File: src/rtl/iexu_pkg.sv
package iexu_pkg;

   // Fixed by the instruction encoding
   localparam int INSTR_W = 32;
   localparam int FIELD_W = 5;

   typedef enum logic [3:0] {
      OP_ADD, OP_SUB, OP_AND, OP_OR, OP_NOR, OP_SLL, OP_SRL,
      OP_ADDI, OP_ANDI, OP_ORI, OP_LW, OP_SW, OP_BAD
   } iexu_op_e;

   localparam logic [5:0] OPC_REG  = 6'd0;
   localparam logic [5:0] OPC_ADDI = 6'd8;
   localparam logic [5:0] OPC_ANDI = 6'd12;
   localparam logic [5:0] OPC_ORI  = 6'd13;
   localparam logic [5:0] OPC_LW   = 6'd35;
   localparam logic [5:0] OPC_SW   = 6'd43;

   localparam logic [5:0] FN_SLL = 6'd0;
   localparam logic [5:0] FN_SRL = 6'd2;
   localparam logic [5:0] FN_ADD = 6'd32;
   localparam logic [5:0] FN_SUB = 6'd34;
   localparam logic [5:0] FN_AND = 6'd36;
   localparam logic [5:0] FN_OR  = 6'd37;
   localparam logic [5:0] FN_NOR = 6'd39;

endpackage

File: src/rtl/iexu_decode.sv
module iexu_decode
   import iexu_pkg::*;
#(
   parameter int XLEN   = 32,
   parameter int RIDX_W = 5,
   parameter int SH_W   = 5
) (
   input  logic [INSTR_W-1:0] instr_i,
   output iexu_op_e           op_o,
   output logic [RIDX_W-1:0]  rs_o,
   output logic [RIDX_W-1:0]  rt_o,
   output logic [RIDX_W-1:0]  dst_o,
   output logic [SH_W-1:0]    shamt_o,
   output logic [XLEN-1:0]    imm_o,
   output logic               wr_en_o,
   output logic               is_mem_o,
   output logic               is_store_o
);

   localparam int IMM_W = 16;

   if (RIDX_W != FIELD_W) begin : g_bad_ridx
      $error("iexu_decode: register index width must equal the 5-bit field");
   end
   if (SH_W != FIELD_W) begin : g_bad_sh
      $error("iexu_decode: shift amount width must equal the 5-bit field");
   end
   if (XLEN < IMM_W) begin : g_bad_xlen
      $error("iexu_decode: XLEN narrower than the immediate");
   end

   logic [5:0]       opcode;
   logic [5:0]       funct;
   logic [IMM_W-1:0] imm16;
   logic [XLEN-1:0]  imm_sext;
   logic [XLEN-1:0]  imm_zext;
   logic             zext_sel;

   assign opcode   = instr_i[31:26];
   assign funct    = instr_i[5:0];
   assign imm16    = instr_i[15:0];
   assign rs_o     = instr_i[25:21];
   assign rt_o     = instr_i[20:16];
   assign shamt_o  = instr_i[10:6];
   assign imm_sext = {{(XLEN-IMM_W){imm16[IMM_W-1]}}, imm16};
   assign imm_zext = {{(XLEN-IMM_W){1'b0}}, imm16};
   assign imm_o    = zext_sel ? imm_zext : imm_sext;

   always_comb begin
      op_o       = OP_BAD;
      dst_o      = instr_i[20:16];
      wr_en_o    = 1'b0;
      is_mem_o   = 1'b0;
      is_store_o = 1'b0;
      zext_sel   = 1'b0;
      case (opcode)
         OPC_REG: begin
            dst_o = instr_i[15:11];
            case (funct)
               FN_ADD:  op_o = OP_ADD;
               FN_SUB:  op_o = OP_SUB;
               FN_AND:  op_o = OP_AND;
               FN_OR:   op_o = OP_OR;
               FN_NOR:  op_o = OP_NOR;
               FN_SLL:  op_o = OP_SLL;
               FN_SRL:  op_o = OP_SRL;
               default: op_o = OP_BAD;
            endcase
            wr_en_o = (op_o != OP_BAD);
         end
         OPC_ADDI: begin
            op_o    = OP_ADDI;
            wr_en_o = 1'b1;
         end
         OPC_ANDI: begin
            op_o     = OP_ANDI;
            wr_en_o  = 1'b1;
            zext_sel = 1'b1;
         end
         OPC_ORI: begin
            op_o     = OP_ORI;
            wr_en_o  = 1'b1;
            zext_sel = 1'b1;
         end
         OPC_LW: begin
            op_o     = OP_LW;
            is_mem_o = 1'b1;
         end
         OPC_SW: begin
            op_o       = OP_SW;
            is_mem_o   = 1'b1;
            is_store_o = 1'b1;
         end
         default: op_o = OP_BAD;
      endcase
   end

endmodule

File: src/rtl/iexu_regfile.sv
module iexu_regfile #(
   parameter int XLEN    = 32,
   parameter int NREGS   = 32,
   parameter bit ZERO_R0 = 1'b1,
   localparam int RIDX_W = $clog2(NREGS)
) (
   input  logic              clk,
   input  logic              rst_n,
   input  logic              we_i,
   input  logic [RIDX_W-1:0] waddr_i,
   input  logic [XLEN-1:0]   wdata_i,
   input  logic [RIDX_W-1:0] raddr_a_i,
   output logic [XLEN-1:0]   rdata_a_o,
   input  logic [RIDX_W-1:0] raddr_b_i,
   output logic [XLEN-1:0]   rdata_b_o
);

   if (NREGS < 2 || (1 << RIDX_W) != NREGS) begin : g_bad_depth
      $error("iexu_regfile: NREGS must be a power of two of at least 2");
   end

   logic [NREGS-1:0][XLEN-1:0] bank;

   for (genvar i = 0; i < NREGS; i++) begin : g_ent
      if (i == 0 && ZERO_R0) begin : g_const
         // Entry 0 has no storage at all: reads are always zero
         assign bank[i] = '0;
      end else begin : g_flop
         logic [XLEN-1:0] q;
         always_ff @(posedge clk or negedge rst_n) begin
            if (!rst_n) begin
               q <= '0;
            end else if (we_i && waddr_i == RIDX_W'(i)) begin
               q <= wdata_i;
            end
         end
         assign bank[i] = q;
      end
   end

   assign rdata_a_o = bank[raddr_a_i];
   assign rdata_b_o = bank[raddr_b_i];

   if (ZERO_R0) begin : g_r0_chk
      assert_r0_reads_zero_R6: assert property (@(posedge clk) disable iff (!rst_n)
         (raddr_a_i == '0) |-> (rdata_a_o == '0));
   end

endmodule

File: src/rtl/iexu_alu.sv
module iexu_alu
   import iexu_pkg::*;
#(
   parameter int XLEN       = 32,
   parameter int SHIFT_IMPL = 1,
   localparam int SH_W      = $clog2(XLEN)
) (
   input  iexu_op_e          op_i,
   input  logic [XLEN-1:0]   a_i,
   input  logic [XLEN-1:0]   b_i,
   input  logic [XLEN-1:0]   imm_i,
   input  logic [SH_W-1:0]   shamt_i,
   output logic [XLEN-1:0]   result_o
);

   if (SHIFT_IMPL != 0 && SHIFT_IMPL != 1) begin : g_bad_impl
      $error("iexu_alu: SHIFT_IMPL must be 0 (operator) or 1 (staged)");
   end

   logic [XLEN-1:0] opnd;
   logic [XLEN-1:0] shl;
   logic [XLEN-1:0] shr;

   // Immediate forms take the extended immediate in place of rt
   assign opnd = (op_i == OP_ADDI || op_i == OP_ANDI || op_i == OP_ORI) ? imm_i : b_i;

   if (SHIFT_IMPL == 0) begin : g_shift_op
      assign shl = b_i << shamt_i;
      assign shr = b_i >> shamt_i;
   end else begin : g_shift_staged
      // One mux level per shamt bit, shift by 2**k at level k
      logic [SH_W:0][XLEN-1:0] lft;
      logic [SH_W:0][XLEN-1:0] rgt;
      assign lft[0] = b_i;
      assign rgt[0] = b_i;
      for (genvar k = 0; k < SH_W; k++) begin : g_stage
         assign lft[k+1] = shamt_i[k] ? (lft[k] << (2**k)) : lft[k];
         assign rgt[k+1] = shamt_i[k] ? (rgt[k] >> (2**k)) : rgt[k];
      end
      assign shl = lft[SH_W];
      assign shr = rgt[SH_W];
   end

   always_comb begin
      case (op_i)
         OP_ADD, OP_ADDI: result_o = a_i + opnd;
         OP_SUB:          result_o = a_i - opnd;
         OP_AND, OP_ANDI: result_o = a_i & opnd;
         OP_OR,  OP_ORI:  result_o = a_i | opnd;
         OP_NOR:          result_o = ~(a_i | opnd);
         OP_SLL:          result_o = shl;
         OP_SRL:          result_o = shr;
         default:         result_o = '0;
      endcase
   end

endmodule

File: src/rtl/int_exec_unit.sv
module int_exec_unit
   import iexu_pkg::*;
#(
   parameter int XLEN       = 32,
   parameter int NREGS      = 32,
   parameter bit ZERO_R0    = 1'b1,
   parameter int SHIFT_IMPL = 1
) (
   input  logic               clk,
   input  logic               rst_n,
   input  logic               instr_valid,
   input  logic [INSTR_W-1:0] instr_word,
   output logic               instr_ready,
   output logic               illegal_o,
   output logic               misalign_o,
   output logic               mem_req,
   output logic               mem_we,
   output logic [XLEN-1:0]    mem_addr,
   output logic [XLEN-1:0]    mem_wdata,
   input  logic [XLEN-1:0]    mem_rdata,
   input  logic               mem_ack
);

   localparam int RIDX_W     = $clog2(NREGS);
   localparam int SH_W       = $clog2(XLEN);
   localparam int ALIGN_BITS = $clog2(XLEN / 8);

   if (XLEN != 32) begin : g_bad_xlen
      $error("int_exec_unit: the shift field and word alignment need XLEN of 32");
   end
   if (NREGS != (1 << FIELD_W)) begin : g_bad_nregs
      $error("int_exec_unit: the 5-bit register fields need 32 registers");
   end

   // Decode
   iexu_op_e          dec_op;
   logic [RIDX_W-1:0] dec_rs;
   logic [RIDX_W-1:0] dec_rt;
   logic [RIDX_W-1:0] dec_dst;
   logic [SH_W-1:0]   dec_shamt;
   logic [XLEN-1:0]   dec_imm;
   logic              dec_wr_en;
   logic              dec_is_mem;
   logic              dec_is_store;

   iexu_decode #(.XLEN(XLEN), .RIDX_W(RIDX_W), .SH_W(SH_W)) u_dec (
      .instr_i    (instr_word),
      .op_o       (dec_op),
      .rs_o       (dec_rs),
      .rt_o       (dec_rt),
      .dst_o      (dec_dst),
      .shamt_o    (dec_shamt),
      .imm_o      (dec_imm),
      .wr_en_o    (dec_wr_en),
      .is_mem_o   (dec_is_mem),
      .is_store_o (dec_is_store)
   );

   // Register file
   logic              rf_we;
   logic [RIDX_W-1:0] rf_waddr;
   logic [XLEN-1:0]   rf_wdata;
   logic [XLEN-1:0]   rs_val;
   logic [XLEN-1:0]   rt_val;

   iexu_regfile #(.XLEN(XLEN), .NREGS(NREGS), .ZERO_R0(ZERO_R0)) u_rf (
      .clk       (clk),
      .rst_n     (rst_n),
      .we_i      (rf_we),
      .waddr_i   (rf_waddr),
      .wdata_i   (rf_wdata),
      .raddr_a_i (dec_rs),
      .rdata_a_o (rs_val),
      .raddr_b_i (dec_rt),
      .rdata_b_o (rt_val)
   );

   // Compute
   logic [XLEN-1:0] alu_res;

   iexu_alu #(.XLEN(XLEN), .SHIFT_IMPL(SHIFT_IMPL)) u_alu (
      .op_i     (dec_op),
      .a_i      (rs_val),
      .b_i      (rt_val),
      .imm_i    (dec_imm),
      .shamt_i  (dec_shamt),
      .result_o (alu_res)
   );

   // Pending memory transaction
   logic              busy_q;
   logic              we_q;
   logic [XLEN-1:0]   addr_q;
   logic [XLEN-1:0]   wdata_q;
   logic [RIDX_W-1:0] dst_q;
   logic              illegal_q;
   logic              misalign_q;

   logic            accept;
   logic [XLEN-1:0] agu;
   logic            unaligned;
   logic            mem_go;
   logic            mem_bad;

   assign instr_ready = !busy_q;
   assign accept      = instr_valid && instr_ready;
   assign agu         = rs_val + dec_imm;
   assign unaligned   = |agu[ALIGN_BITS-1:0];
   assign mem_go      = accept && dec_is_mem && !unaligned;
   assign mem_bad     = accept && dec_is_mem && unaligned;

   // One write port: a load completes only while the port is stalled,
   // so it never competes with a compute result
   always_comb begin
      rf_we    = accept && dec_wr_en;
      rf_waddr = dec_dst;
      rf_wdata = alu_res;
      if (busy_q) begin
         rf_we    = mem_ack && !we_q;
         rf_waddr = dst_q;
         rf_wdata = mem_rdata;
      end
   end

   always_ff @(posedge clk or negedge rst_n) begin
      if (!rst_n) begin
         busy_q     <= 1'b0;
         we_q       <= 1'b0;
         addr_q     <= '0;
         wdata_q    <= '0;
         dst_q      <= '0;
         illegal_q  <= 1'b0;
         misalign_q <= 1'b0;
      end else begin
         illegal_q  <= accept && (dec_op == OP_BAD);
         misalign_q <= mem_bad;
         if (busy_q) begin
            if (mem_ack) begin
               busy_q <= 1'b0;
            end
         end else if (mem_go) begin
            busy_q  <= 1'b1;
            we_q    <= dec_is_store;
            addr_q  <= agu;
            wdata_q <= rt_val;
            dst_q   <= dec_dst;
         end
      end
   end

   assign mem_req    = busy_q;
   assign mem_we     = we_q;
   assign mem_addr   = addr_q;
   assign mem_wdata  = wdata_q;
   assign illegal_o  = illegal_q;
   assign misalign_o = misalign_q;

   assert_req_hold_R7: assert property (@(posedge clk) disable iff (!rst_n)
      (mem_req && !mem_ack) |=> (mem_req && $stable(mem_addr) && $stable(mem_we) && $stable(mem_wdata)));

   assert_busy_stalls_R7: assert property (@(posedge clk) disable iff (!rst_n)
      mem_req |-> !instr_ready);

   assert_req_aligned_R9: assert property (@(posedge clk) disable iff (!rst_n)
      mem_req |-> (mem_addr[ALIGN_BITS-1:0] == '0));

   assert_misalign_no_req_R9: assert property (@(posedge clk) disable iff (!rst_n)
      misalign_o |-> !mem_req);

   assert_flags_exclusive_R10: assert property (@(posedge clk) disable iff (!rst_n)
      $onehot0({illegal_o, misalign_o}));

   assert_illegal_no_write_R10: assert property (@(posedge clk) disable iff (!rst_n)
      (accept && dec_op == OP_BAD) |-> !rf_we);

   assert_sll_zero_fill_R4: assert property (@(posedge clk) disable iff (!rst_n)
      (accept && dec_op == OP_SLL) |-> ((alu_res & ~({XLEN{1'b1}} << dec_shamt)) == '0));

endmodule

File: config.mk
export PLATFORM = sky130hd
export DESIGN_NAME = int_exec_unit
export DESIGN_NICKNAME = d
export VERILOG_FILES = /design/src/rtl/iexu_pkg.sv /design/src/rtl/iexu_decode.sv /design/src/rtl/iexu_regfile.sv /design/src/rtl/iexu_alu.sv /design/src/rtl/int_exec_unit.sv
export SDC_FILE = /design/constraint.sdc
export NUM_CORES = 2
export LEC_CHECK = 0
export BUFFER_PORTS_ARGS = -buffer_cell sky130_fd_sc_hd__buf_2
export CORE_MARGIN = 2
export CORE_UTILIZATION = 37
export DETAILED_ROUTE_END_ITERATION = 8
export HOLD_SLACK_MARGIN = 0.03
export MAX_ROUTING_LAYER = met4
export PLACE_DENSITY = 0.51
export RECOVER_POWER = 100
export SYNTH_ARGS = -nofsm -noshare
export SYNTH_HDL_FRONTEND = slang
export SYNTH_SLANG_ARGS = --single-unit
File: constraint.sdc
create_clock -name clk -period 9.2 [get_ports clk]
set_input_delay 1.84 -clock clk [delete_from_list [all_inputs] [get_ports clk]]
set_output_delay 1.84 -clock clk [all_outputs]
set_load 0.1 [all_outputs]
After elaboration in Yosys (flattened, before gate mapping)
Index checks and enable logic that the tools add are counted.

Magnitude comparators: 2. Reductions and logical operators: 54. Equal/unequal tests: 53. Muxes and demuxes: 31. Bitwise logic cells: 4. Add/subtract/negate cells: 3.

Operators by type and width (number): $mux 32 (15); $bmux 32 s5 (2); $pmux 32 s7 (1); $eq 5x5->1 const B (16); $add 32x32->32 (2); $eq 6x6->1 const B (7); $eq 5x4->1 const B (8); $logic_and 1x1->1 (38); $and 32x32->32 (1); $not 32->32 (1); $or 32x32->32 (1); $sub 32x32->32 (1); $pmux 4 s7 (1); $pmux 4 s6 (1); $eq 5x3->1 const B (4); $eq 6x4->1 const B (3); $eq 4x3->1 const B (4); $eq 4x4->1 const B (3); $logic_not 6->1 (2); $lt 5x6->1 const B (2); $reduce_or 2->1 (6); $eq 5x2->1 const B (2); $mux 5 (2); $eq 4x2->1 const B (2); other kinds (13) (22).

Register bits after elaboration: 1065. Logic and storage cells: 185. Output and inout bits: 69.

Depth between registers and ports, before layout
Depth after elaboration: 12. Gate-level depth with buffers: 33.

Cells and area by module
From an unflattened synthesis, not the netlist that was laid out.

Cell total of the unflattened synthesis: 5373. Area total of the unflattened synthesis: 65725.5 um2.

By module, submodules not included: iexu_regfile (area each 53202.3 um2, cells each 3639, times used 1); iexu_alu (area each 7090.6 um2, cells each 1093, times used 1); int_exec_unit (area each 4743.3 um2, cells each 549, times used 1); iexu_decode (area each 689.4 um2, cells each 92, times used 1).

Worst setup path after synthesis
No wires, ideal clock.

Path kind: input to register. From: in instr_word[16]. To: reg u_rf.g_ent[10].g_flop.q[29]. Data required time: 9126 ps. Data arrival time: 7872 ps. Cell stages on the path: 30. Path slack: 1254 ps. Cells stage by stage: buf_6 buf_12 buf_6 buf_6 mux2_2 a221o_1 a31oi_1 nand3_1 mux2_2 inv_1 ha_1 nand2_1 or3_1 nor2b_1 and2_1 a21oi_1 xor2_1 ha_1 clkbuf_1 a21oi_1 nor2b_1 o21ai_0 nand2b_1 or4b_2 a41o_1 a311oi_1 mux2i_1 o221ai_4 buf_6 o21ai_2.

Cells in the longest elaborated chain, start to end: 9. Elaborated cells between the ends (all ways): 24. Those cells by class: 2 x add/sub; 1 x eq/ne; 17 x mux; 3 x bitwise; 1 x reduce/logical.

RTL lines: from (decl) (RTL line int_exec_unit.sv:12) `input logic [INSTR_W-1:0] instr_word,`; branches (longest 9 deep; another with $sub 32x32->32); to (signal assigned) (RTL line iexu_regfile.sv:34) `q <= wdata_i;`; to (decl) (RTL line iexu_regfile.sv:29) `logic [XLEN-1:0] q;`.

Parallel ways; which one is timed is not known. The select of a mux whose other input is x is not followed. A chain may end at the register's enable or synchronous reset.

Final worst setup path
From: in instr_word[16]. To: reg u_rf.g_ent[27].g_flop.q[29].

Cells in the longest elaborated chain, start to end: 9. Elaborated cells between the ends (all ways): 24. Those cells by class: 2 x add/sub; 1 x eq/ne; 17 x mux; 3 x bitwise; 1 x reduce/logical.

RTL lines (RTL line): branches (longest 9 deep; another with $sub 32x32->32); to (signal assigned) (iexu_regfile.sv:34); to (decl) (iexu_regfile.sv:29).

Parallel ways; which one is timed is not known. The select of a mux whose other input is x is not followed.

==> metrics <==
status finished, violations left; failing checks max-capacitance violations, max-slew violations; WP data required 9840 ps; Crit Path Max Fanout 71; starting density of the core 0.372; die span in x 420 um; pwr dens 160 nW/um^2; Slew headroom -2.25; Post-route DRC 0; TritonCTS Buffers 130; Root Driver clkbuf_16; fin crit period 9010 ps; worst slew pin tran 4870 ps; Via-to-Cell Ratio 6.10; register area share after synthesis 0.417; antenna viol nets, final 0; Syn Inst Count 6311; worst vdd ir 0.000198 V; crit share post-route 0.980; Slew Limit Fails 1034; fmax 0.111 GHz; H-tree Lvls 4; Synth-to-Final Area Change 11.5%; Setup TNS Final 0 ps; Synth cell types 97; crit path DAT 9660 ps; nets 6366; share of cells above drive strength 1 0.181; synth warn 0; critical path endpoint category register; syn nets 6452; Max Cap Violations 18; asr flop ratio synth 1.00; Die Area 176000 um^2; via count 52700; ys flop type dfrtp_1; routability cong. 1.00; unrepaired setup endpoints after global routing false; Yosys reg bits 1065; Reg clk slew, reported paths 60 ps; final hold violations 0; Max Root-Sink Buffers 3; die extent in y 420 um; cts hold-fix bufs 0; DR pass1 iterations 6; most frequent cell after synthesis nand2_1; Clock Sinks 1065; post-cts sizing count 0; setup violators final 0; Synth Area per Inst 10.1 um^2; CORE AREA 172000 um^2; Synth area leaders dfrtp_1 (42%), mux4_2 (16%), nand2_1 (7.1%), o21ai_0 (6.9%), mux2i_1 (4.9%); antenna violations before repair 10; # IOs 137; All-Layer GR Usage 0.310; CP Class primary input to register; hold crit path type register to register; FP Rows 152; dpl hpwl 170 mm; largest net degree at the start of global routing 167; Overflow after GRT 0; Post-synth top cells nand2_1 (1209), dfrtp_1 (1065), o21ai_0 (885), mux4_2 (447), clkbuf_1 (416); Post-Syn Area 64000 um^2; CTS tree done; routed length per instance 30.8 um; utilization after layout 0.415; vias in the first global route 51000; first-pass GRT wire length 382 mm; DRT Wirelength 266 mm; Setup Fix Bufs, Post-CTS 0; clock latency at the later pin of the worst-skew pair 800 ps; Synth top area share 0.417; clock skew 44.1 ps; initial DRC count 5876; CP startpoint kind primary input; I/O Buffers 136; Yosys top cell by area dfrtp_1; Pleak 0.0306 uW; Post-synth EDFFs 0
per-stage QoR:
stage	power [uW]	hold WS, ps	setup WS (ps)	instances	cell area [um^2]
after floorplan	5690	458	1250	6311	64000
after global placement	6290	457	-202	8403	67500
after detailed placement	6290	465	-224	8403	67500
after CTS	11500	476	611	8631	71700
after global routing	11700	499	29.3	8634	71300
final	11400	474	185	8637	71300
final cells by class:
cell class	count	area, um^2
Fill cell	16800	100000
Multi-Input combinational cell	4607	34800
Sequential cell	1065	26700
Clock buffer	192	3780
Tap cell	2310	2890
Timing Repair Buffer	369	2560
Clock inverter	36	417
Inverter	52	195
Antenna cell	6	15.0
cells by family after synthesis:
logic type                 synth area share
adders and majority gates            0.0145
muxes                                 0.231
AOI/OAI and AO/OA                     0.165
and+or+nand+nor                       0.119
buffers and inverters                0.0440
xor gates and xnor gates             0.0111
DFF                                   0.417
state kept, by name, indices dropped and copies added (netlist names):
signal,cells
misalign_o,1
mem_req,1
mem_wdata,32
u_rf.g_ent.g_flop.q,992
dst_q,5
mem_we,1
mem_addr,32
illegal_o,1
per-layer routing:
layer  global-route usage  routed length (um)  vias up
met4                0.121               11700        0
met1                0.424              115000    26900
met2                0.461              119000     2309
met3               0.0518               20700      554
met5                    -                   0        -
li1                     -                   -    23000
critical path, stage by stage:
cell	delay, ps
buf_8	290
buf_12	300
buf_12	480
mux4_2	570
a22o_1	250
a221oi_2	480
nand2_1	450
nor2_1	260
a21oi_1	170
nor4_2	580
a21oi_1	170
xnor2_1	190
ha_1	340
nand3_1	130
or2_2	340
a2111oi_0	850
or4b_2	350
a41o_1	250
a311oi_1	160
mux2i_1	180
clkbuf_1	150
o221ai_4	180
buf_6	370
o21ai_1	140
path summary, 6_finish.rpt:
kind | from | end | slack (ps) | cells past startpoint
hold / removal | mem_addr[9]$_DFFE_PN0P_ | mem_addr[9]$_DFFE_PN0P_ | 470 | 2
min in group asynchronous | rst_n | u_rf.g_ent[20].g_flop.q[15]$_DFFE_PN0P_ | 2800 | 1
hold reg to reg | mem_addr[9]$_DFFE_PN0P_ | mem_addr[9]$_DFFE_PN0P_ | 470 | 2
max in group asynchronous | rst_n | u_rf.g_ent[27].g_flop.q[22]$_DFFE_PN0P_ | 1280 | 3
setup reg to reg | u_rf.g_ent[23].g_flop.q[2]$_DFFE_PN0P_ | u_rf.g_ent[17].g_flop.q[8]$_DFFE_PN0P_ | 1550 | 22
setup / recovery | instr_word[16] | u_rf.g_ent[27].g_flop.q[29]$_DFFE_PN0P_ | 190 | 24
cells in the final DEF, fill, tap and decap left out, types with 31 or more instances in the layout:
cell	n
buf_4	166
a21oi_1	173
nand3_1	106
a221o_1	31
a22o_1	48
xnor2_1	50
a22oi_1	76
inv_1	48
ha_1	71
mux2_2	124
nand2_1	1177
o21ai_0	1026
clkbuf_1	136
mux2i_1	315
nor2_1	223
xor2_1	31
a211oi_1	31
a41oi_1	32
mux4_2	447
a21o_1	46
buf_2	57
clkbuf_16	133
nor3_1	49
nand2b_1	44
o211ai_1	34
dfrtp_1	1065
power breakdown:
part / leakage [uW] / switching, uW / internal [uW]
clock: 0.00206 / 2180 / 3000
sequential: 0.0149 / 32.1 / 4730
combinational: 0.0137 / 1020 / 434
Note: power is estimated with default switching activity, not from simulation.
